[src/rtl/async_tx_pkg.sv]
package async_tx_pkg;

  localparam int CHAR_MAX = 8;

  typedef enum logic [2:0] {
    PH_IDLE,
    PH_START,
    PH_DATA,
    PH_PAR,
    PH_STOP
  } tx_phase_t;

  // clocks per bit cell from the factor field
  function automatic int cell_clocks(input logic [1:0] fac, input int mid, input int hi);
    case (fac)
      2'b10:   return mid;
      2'b11:   return hi;
      default: return 1;
    endcase
  endfunction

  // clocks of the stop period; 1.5 cells rounds up to 2 in 1x
  function automatic int stop_clocks(input logic [1:0] fac, input logic [1:0] stop,
                                     input int mid, input int hi);
    int c;
    c = cell_clocks(fac, mid, hi);
    case (stop)
      2'b10:   return (c == 1) ? 2 : (c * 3) / 2;
      2'b11:   return 2 * c;
      default: return c;
    endcase
  endfunction

  function automatic int data_bits(input logic [1:0] len);
    return 5 + int'(len);
  endfunction

  function automatic logic [CHAR_MAX-1:0] mask_char(input logic [CHAR_MAX-1:0] d,
                                                    input logic [1:0] len);
    logic [CHAR_MAX-1:0] m;
    for (int i = 0; i < CHAR_MAX; i++) m[i] = (i < data_bits(len));
    return d & m;
  endfunction

  function automatic logic parity_of(input logic [CHAR_MAX-1:0] d, input logic even);
    return even ? ^d : ~^d;
  endfunction

endpackage

[src/rtl/async_tx_hold.sv]
module async_tx_hold #(
  parameter int W = 8
) (
  input  logic         clk,
  input  logic         rst_n,
  input  logic         wr_stb,
  input  logic [W-1:0] wr_data,
  input  logic         take,
  output logic         full,
  output logic [W-1:0] data
);

  always_ff @(posedge clk or negedge rst_n) begin
    if (!rst_n) begin
      full <= 1'b0;
      data <= '0;
    end else if (take) begin
      full <= 1'b0;
    end else if (wr_stb && !full) begin
      full <= 1'b1;
      data <= wr_data;
    end
  end

endmodule

[src/rtl/async_tx_timer.sv]
module async_tx_timer #(
  parameter int CW = 7
) (
  input  logic          clk,
  input  logic          rst_n,
  input  logic          reload,
  input  logic [CW-1:0] reload_val,
  input  logic          run,
  output logic          cell_end
);

  logic [CW-1:0] cnt;

  always_ff @(posedge clk or negedge rst_n) begin
    if (!rst_n)                 cnt <= '0;
    else if (reload)            cnt <= reload_val;
    else if (run && cnt != '0)  cnt <= cnt - 1'b1;
  end

  assign cell_end = run && (cnt == '0);

endmodule

[src/rtl/async_tx_seq.sv]
module async_tx_seq
  import async_tx_pkg::*;
#(
  parameter int CW       = 7,
  parameter int MID_DIV  = 16,
  parameter int HIGH_DIV = 64
) (
  input  logic                clk,
  input  logic                rst_n,
  input  logic                load,
  input  logic [CHAR_MAX-1:0] ld_data,
  input  logic [1:0]          clk_fac,
  input  logic [1:0]          chr_len,
  input  logic                par_en,
  input  logic                par_even,
  input  logic [1:0]          stop_sel,
  input  logic                cell_end,
  output logic                line,
  output logic                busy,
  output logic                free,
  output logic                reload,
  output logic [CW-1:0]       reload_val
);

  localparam int IDX_W = $clog2(CHAR_MAX);

  tx_phase_t           phase;
  logic [CHAR_MAX-1:0] sr;
  logic [IDX_W-1:0]    bit_idx;
  logic [IDX_W-1:0]    last_idx;
  logic                has_par;
  logic                par_q;
  logic [CW-1:0]       cell_m1;
  logic [CW-1:0]       stop_m1;
  logic                last_data;

  assign busy      = (phase != PH_IDLE);
  assign free      = (phase == PH_IDLE) || (phase == PH_STOP && cell_end);
  assign last_data = (bit_idx == last_idx);

  // timer reload for the next cell
  always_comb begin
    reload     = 1'b0;
    reload_val = cell_m1;
    if (load) begin
      reload     = 1'b1;
      reload_val = CW'(cell_clocks(clk_fac, MID_DIV, HIGH_DIV) - 1);
    end else if (cell_end) begin
      case (phase)
        PH_START: reload = 1'b1;
        PH_DATA: begin
          reload = 1'b1;
          if (last_data && !has_par) reload_val = stop_m1;
        end
        PH_PAR: begin
          reload     = 1'b1;
          reload_val = stop_m1;
        end
        default: reload = 1'b0;
      endcase
    end
  end

  always_ff @(posedge clk or negedge rst_n) begin
    if (!rst_n) begin
      phase    <= PH_IDLE;
      line     <= 1'b1;
      sr       <= '0;
      bit_idx  <= '0;
      last_idx <= '0;
      has_par  <= 1'b0;
      par_q    <= 1'b0;
      cell_m1  <= '0;
      stop_m1  <= '0;
    end else if (load) begin
      phase    <= PH_START;
      line     <= 1'b0;
      sr       <= mask_char(ld_data, chr_len);
      bit_idx  <= '0;
      last_idx <= IDX_W'(data_bits(chr_len) - 1);
      has_par  <= par_en;
      par_q    <= parity_of(mask_char(ld_data, chr_len), par_even);
      cell_m1  <= CW'(cell_clocks(clk_fac, MID_DIV, HIGH_DIV) - 1);
      stop_m1  <= CW'(stop_clocks(clk_fac, stop_sel, MID_DIV, HIGH_DIV) - 1);
    end else if (cell_end) begin
      case (phase)
        PH_START: begin
          phase   <= PH_DATA;
          line    <= sr[0];
          sr      <= sr >> 1;
          bit_idx <= '0;
        end
        PH_DATA: begin
          if (last_data) begin
            if (has_par) begin
              phase <= PH_PAR;
              line  <= par_q;
            end else begin
              phase <= PH_STOP;
              line  <= 1'b1;
            end
          end else begin
            line    <= sr[0];
            sr      <= sr >> 1;
            bit_idx <= bit_idx + 1'b1;
          end
        end
        PH_PAR: begin
          phase <= PH_STOP;
          line  <= 1'b1;
        end
        PH_STOP: begin
          phase <= PH_IDLE;
          line  <= 1'b1;
        end
        default: begin
          phase <= PH_IDLE;
          line  <= 1'b1;
        end
      endcase
    end
  end

endmodule

[src/rtl/async_tx_fmt.sv]
module async_tx_fmt
  import async_tx_pkg::*;
#(
  parameter int MID_DIV  = 16,
  parameter int HIGH_DIV = 64
) (
  input  logic                clk,
  input  logic                rst_n,
  input  logic [1:0]          clk_fac,
  input  logic [1:0]          chr_len,
  input  logic                par_en,
  input  logic                par_even,
  input  logic [1:0]          stop_sel,
  input  logic                tx_en,
  input  logic                brk,
  input  logic                wr_stb,
  input  logic [CHAR_MAX-1:0] wr_data,
  output logic                txd,
  output logic                buf_ready,
  output logic                shift_empty
);

  localparam int CW = $clog2(2 * HIGH_DIV);

  logic                hold_full;
  logic [CHAR_MAX-1:0] hold_data;
  logic                seq_free;
  logic                seq_busy;
  logic                seq_line;
  logic                load_evt;
  logic                cell_end;
  logic                tmr_reload;
  logic [CW-1:0]       tmr_val;

  assign load_evt = seq_free && hold_full && tx_en;

  async_tx_hold #(.W(CHAR_MAX)) u_hold (
    .clk     (clk),
    .rst_n   (rst_n),
    .wr_stb  (wr_stb),
    .wr_data (wr_data),
    .take    (load_evt),
    .full    (hold_full),
    .data    (hold_data)
  );

  async_tx_timer #(.CW(CW)) u_timer (
    .clk        (clk),
    .rst_n      (rst_n),
    .reload     (tmr_reload),
    .reload_val (tmr_val),
    .run        (seq_busy),
    .cell_end   (cell_end)
  );

  async_tx_seq #(.CW(CW), .MID_DIV(MID_DIV), .HIGH_DIV(HIGH_DIV)) u_seq (
    .clk        (clk),
    .rst_n      (rst_n),
    .load       (load_evt),
    .ld_data    (hold_data),
    .clk_fac    (clk_fac),
    .chr_len    (chr_len),
    .par_en     (par_en),
    .par_even   (par_even),
    .stop_sel   (stop_sel),
    .cell_end   (cell_end),
    .line       (seq_line),
    .busy       (seq_busy),
    .free       (seq_free),
    .reload     (tmr_reload),
    .reload_val (tmr_val)
  );

  assign txd         = seq_line & ~brk;
  assign buf_ready   = ~hold_full;
  assign shift_empty = ~hold_full & ~seq_busy;

endmodule

[config.mk]
export PLATFORM = sky130hd
export DESIGN_NAME = async_tx_fmt
export DESIGN_NICKNAME = d
export VERILOG_FILES = /design/src/rtl/async_tx_pkg.sv /design/src/rtl/async_tx_hold.sv /design/src/rtl/async_tx_timer.sv /design/src/rtl/async_tx_seq.sv /design/src/rtl/async_tx_fmt.sv
export SDC_FILE = /design/constraint.sdc
export NUM_CORES = 1
export LEC_CHECK = 0
export BUFFER_PORTS_ARGS = -buffer_cell sky130_fd_sc_hd__buf_4
export CAP_MARGIN = 20
export CORE_ASPECT_RATIO = 0.7
export CORE_MARGIN = 1
export CORE_UTILIZATION = 64
export CTS_CLUSTER_DIAMETER = 150
export DETAILED_ROUTE_END_ITERATION = 16
export PLACE_DENSITY = 0.85
export SYNTH_ARGS = -nofsm -noshare
export SYNTH_HDL_FRONTEND = slang
export SYNTH_HIERARCHICAL = 1
export SYNTH_SLANG_ARGS = --single-unit
[constraint.sdc]
create_clock -name clk -period 5.05 [get_ports clk]
set_input_delay 1.01 -clock clk [delete_from_list [all_inputs] [get_ports clk]]
set_output_delay 1.01 -clock clk [all_outputs]
set_load 0.02 [all_outputs]
==> results.py <==
metrics = {
    "flow_run": {
        "cap_violations": 0,
    },
    "route": {
        "ant_nets": 0,
        "drt_iter0_markers": 258,
        "first_pass_iters": 4,
        "wirelength_mm": 5.809,
        "wire_per_inst_um": 17.98,
        "vias_per_cell": 6.341,
        "drc": 0,
        "vias": 2048,
    },
    "final_layout": {
        "drive_above_1_share_pct": 22.71,
        "fillers": 244,
        "n_antenna_cell": 0,
        "syn_to_final_growth_pct": 10.79,
        "seq_area_um2": 1102,
        "final_core_util_pct": 77.54,
        "multi_input_area_um2": 1345,
        "fin_nets": 296,
    },
    "status": {
        "status": "finished clean",
    },
    "synth": {
        "synth-async-reset-ratio_pct": 100.0,
        "synth_top_area_cell": "dfrtp_1",
        "synth_edf_count": 0,
        "yosysTopAreaCellShare_pct": 41.63,
        "synthTopCellsByArea": "dfrtp_1 42%, mux2_2 5.7%, nand3_1 3.1%",
        "netlist_area_um2": 2585,
        "synthCells": 255,
        "ys_dominant_reg_cell": "dfrtp_1",
        "synthesis.nets": 279,
        "ys_seq_area_share_pct": 42.64,
        "ys_warn_count": 6,
        "ys_top_cells_by_count": "43 x dfrtp_1, 16 x inv_1, 16 x nand3_1, 16 x o21ai_0, 14 x a21oi_1",
        "synthDistinctLibCells": 64,
        "yosysMostFrequentCell": "dfrtp_1",
        "ys_seq_elements": 44,
        "avgSynthCellArea_um2": 10.14,
    },
    "worst_setup_path": {
        "crit_top_cell": "nand2b_1",
        "cp-end-kind": "flop",
        "worstPathArrival_ns": 3.85,
        "worstPathMaxFanout": 48,
        "reg2reg_from": "u_timer/cnt[2]$_DFFE_PN0P_",
        "path_cells": "nor4_4 > and3_1 > nor2b_1 > nor3_1 > and3_2 > nand2b_1 > nand2b_1 > a41oi_1 > a221o_1",
        "critPathLaunchType": "flop",
        "critPathSlowestCell": "and3_2",
        "slowest_delay_ns": 0.85,
        "crit_family": "simple AND/OR/NAND/NOR gates",
        "critPathBufInv": 0,
        "critPathKind": "reg2reg",
        "critPathLaunch": "u_timer/cnt[2]$_DFFE_PN0P_",
        "cp_data_required_time_ns": 5.24,
    },
    "timing": {
        "rsz0062_at_grt": "no",
        "fin_ws_ns": 1.390,
        "fin_setup_tns_ns": 0,
        "max_slew_margin_pct": 37.18,
        "finalMaxSlewViolations": 0,
        "setup_viol": 0,
        "fin_skew_ns": 0.004231,
        "fin_crit_sh_pct": 72.47,
        "fmax_mhz": 273.3,
        "worstMarginPinSlew_ns": 0.9423,
        "min_period_ns": 3.660,
        "hold_viol": 0,
    },
    "cts": {
        "path_clk_slew_ns": 0.09,
        "htreeDepth": 2,
        "postCtsHoldBufs": 0,
        "post_cts_resized": 0,
        "cts_setup_buffers": 0,
        "cts_buffers": 5,
        "cts_buffer_depth": 2,
        "clock_latency_ns": 0.31,
        "ctsRootBufferMaster": "clkbuf_8",
        "cts_tree": "built",
        "cts_sinks": 44,
    },
    "die": {
        "dieHeight_um": 55.17,
        "initial_core_util_pct": 69.99,
        "die_width_um": 77.96,
        "top_level_ports": 24,
        "die_area_um2": 4301,
        "num_rows": 18,
        "core-area_um2": 3694,
    },
    "placement": {
        "dp_hpwl_mm": 3.904,
        "port_buffers": 23,
        "gp_congestion": 0.8834,
        "post-place-ws_ns": 1.555,
    },
    "min_path": {
        "hold_start": "u_seq/sr[3]$_DFFE_PN0P_",
        "hold_class": "reg2reg",
    },
    "global_route": {
        "antenna_found_initial": 0,
        "gr-usage-all-layers_pct": 29.30,
        "grt_pass1_vias": 1822,
        "gr-total-overflow": 0,
        "grt_pass1_wl_mm": 9.094,
        "grt_max_degree": 49,
    },
    "power_and_ir_drop": {
        "leakage_nw": 1.213,
        "vdd_drop_max_mv": 0.2183,
        "p_per_area_nw_per_um2": 254.7,
    },
}
report_power, final:
part	internal (mW)	switching (mW)
logic	0.0365	0.0242
registers	0.359	0.00941
clock network	0.162	0.138
total	0.558	0.172
routing by layer:
metal	global-route usage, %	part of all wire [%]	up-vias
li1	-	-	974
met1	42.74	51	987
met2	42.77	42	78
met3	7.705	6.5	9
met4	9.568	1.1	0
met5	0	0	-
worst paths after layout:
check,endpoint,slack [ns],cells past startpoint
worst max-delay path,u_timer/cnt[5]$_DFFE_PN0P_,1.39,9
worst min-delay path,u_seq/sr[3]$_DFFE_PN0P_,0.51,2
worst max register to register,u_timer/cnt[5]$_DFFE_PN0P_,1.39,9
worst min register to register,u_seq/sr[3]$_DFFE_PN0P_,0.51,2
max in group asynchronous,u_timer/cnt[2]$_DFFE_PN0P_,4.00,1
min in group asynchronous,u_seq/sr[3]$_DFFE_PN0P_,0.68,1
cell families (layout without fill, tap and decap cells):
logic type                 Yosys count  after routing  synth area share (%)
xor gates and xnor gates            12             12                 4.889
AOI/OAI and AO/OA                   64             64                 17.47
adders and majority gates            3              3                 1.452
and+or+nand+nor                     83             83                 19.60
muxes                               20             20                 8.567
DFF                                 44             44                 42.64
buffers and inverters               29             47                 5.373
sequential cells by signal, indices dropped and copies added, names as in the netlist, 3 cells and up:
name / cells
u_seq/bit_idx: 3
u_seq/sr: 8
u_hold/data: 8
u_seq/cell_m1: 3
u_timer/cnt: 7
u_seq/phase: 3
u_seq/last_idx: 3
u_seq/stop_m1: 5
layout make-up:
type	count	share of cell area, %
Tap cell	50	2.184
Inverter	16	2.097
Clock buffer	6	2.883
Clock inverter	2	1.354
Timing Repair Buffer	23	6.029
Sequential cell	44	38.49
Multi-Input combinational cell	182	46.96
tightest hold or removal path: stages (launching register included):
cell and delay [ns]:
dfrtp_1 0.36, nand3_1 0.06, o21ai_0 0.06
stage by stage:
stage / instances / power (mW) / hold WS, ns / area [µm²]
6_report: 323 / 0.7295 / 0.5113 / 2864
5_1_grt: 323 / 0.7435 / 0.5332 / 2864
4_1_cts: 323 / 0.7224 / 0.5083 / 2864
3_5_place_dp: 315 / 0.4354 / 0.4894 / 2743
3_3_place_gp: 315 / 0.4323 / 0.4852 / 2743
2_1_floorplan: 255 / 0.4053 / 0.4639 / 2585
cell usage in the layout (no fill, tap or decap), types with 6 or more instances in the layout:
| master | Yosys | final |
|---|---|---|
| inv_1 | 16 | 16 |
| xnor2_1 | 6 | 6 |
| nor2b_1 | 10 | 10 |
| mux2i_1 | 6 | 6 |
| buf_4 | 3 | 23 |
| nand3_1 | 16 | 16 |
| nand2_1 | 10 | 10 |
| mux2_2 | 13 | 13 |
| clkbuf_8 | 0 | 6 |
| a21oi_1 | 14 | 14 |
| nor2_1 | 9 | 9 |
| o21ai_0 | 16 | 16 |
| dfrtp_1 | 43 | 43 |
| nor3_1 | 6 | 6 |
No activity file was read; power rests on OpenSTA's default activity.
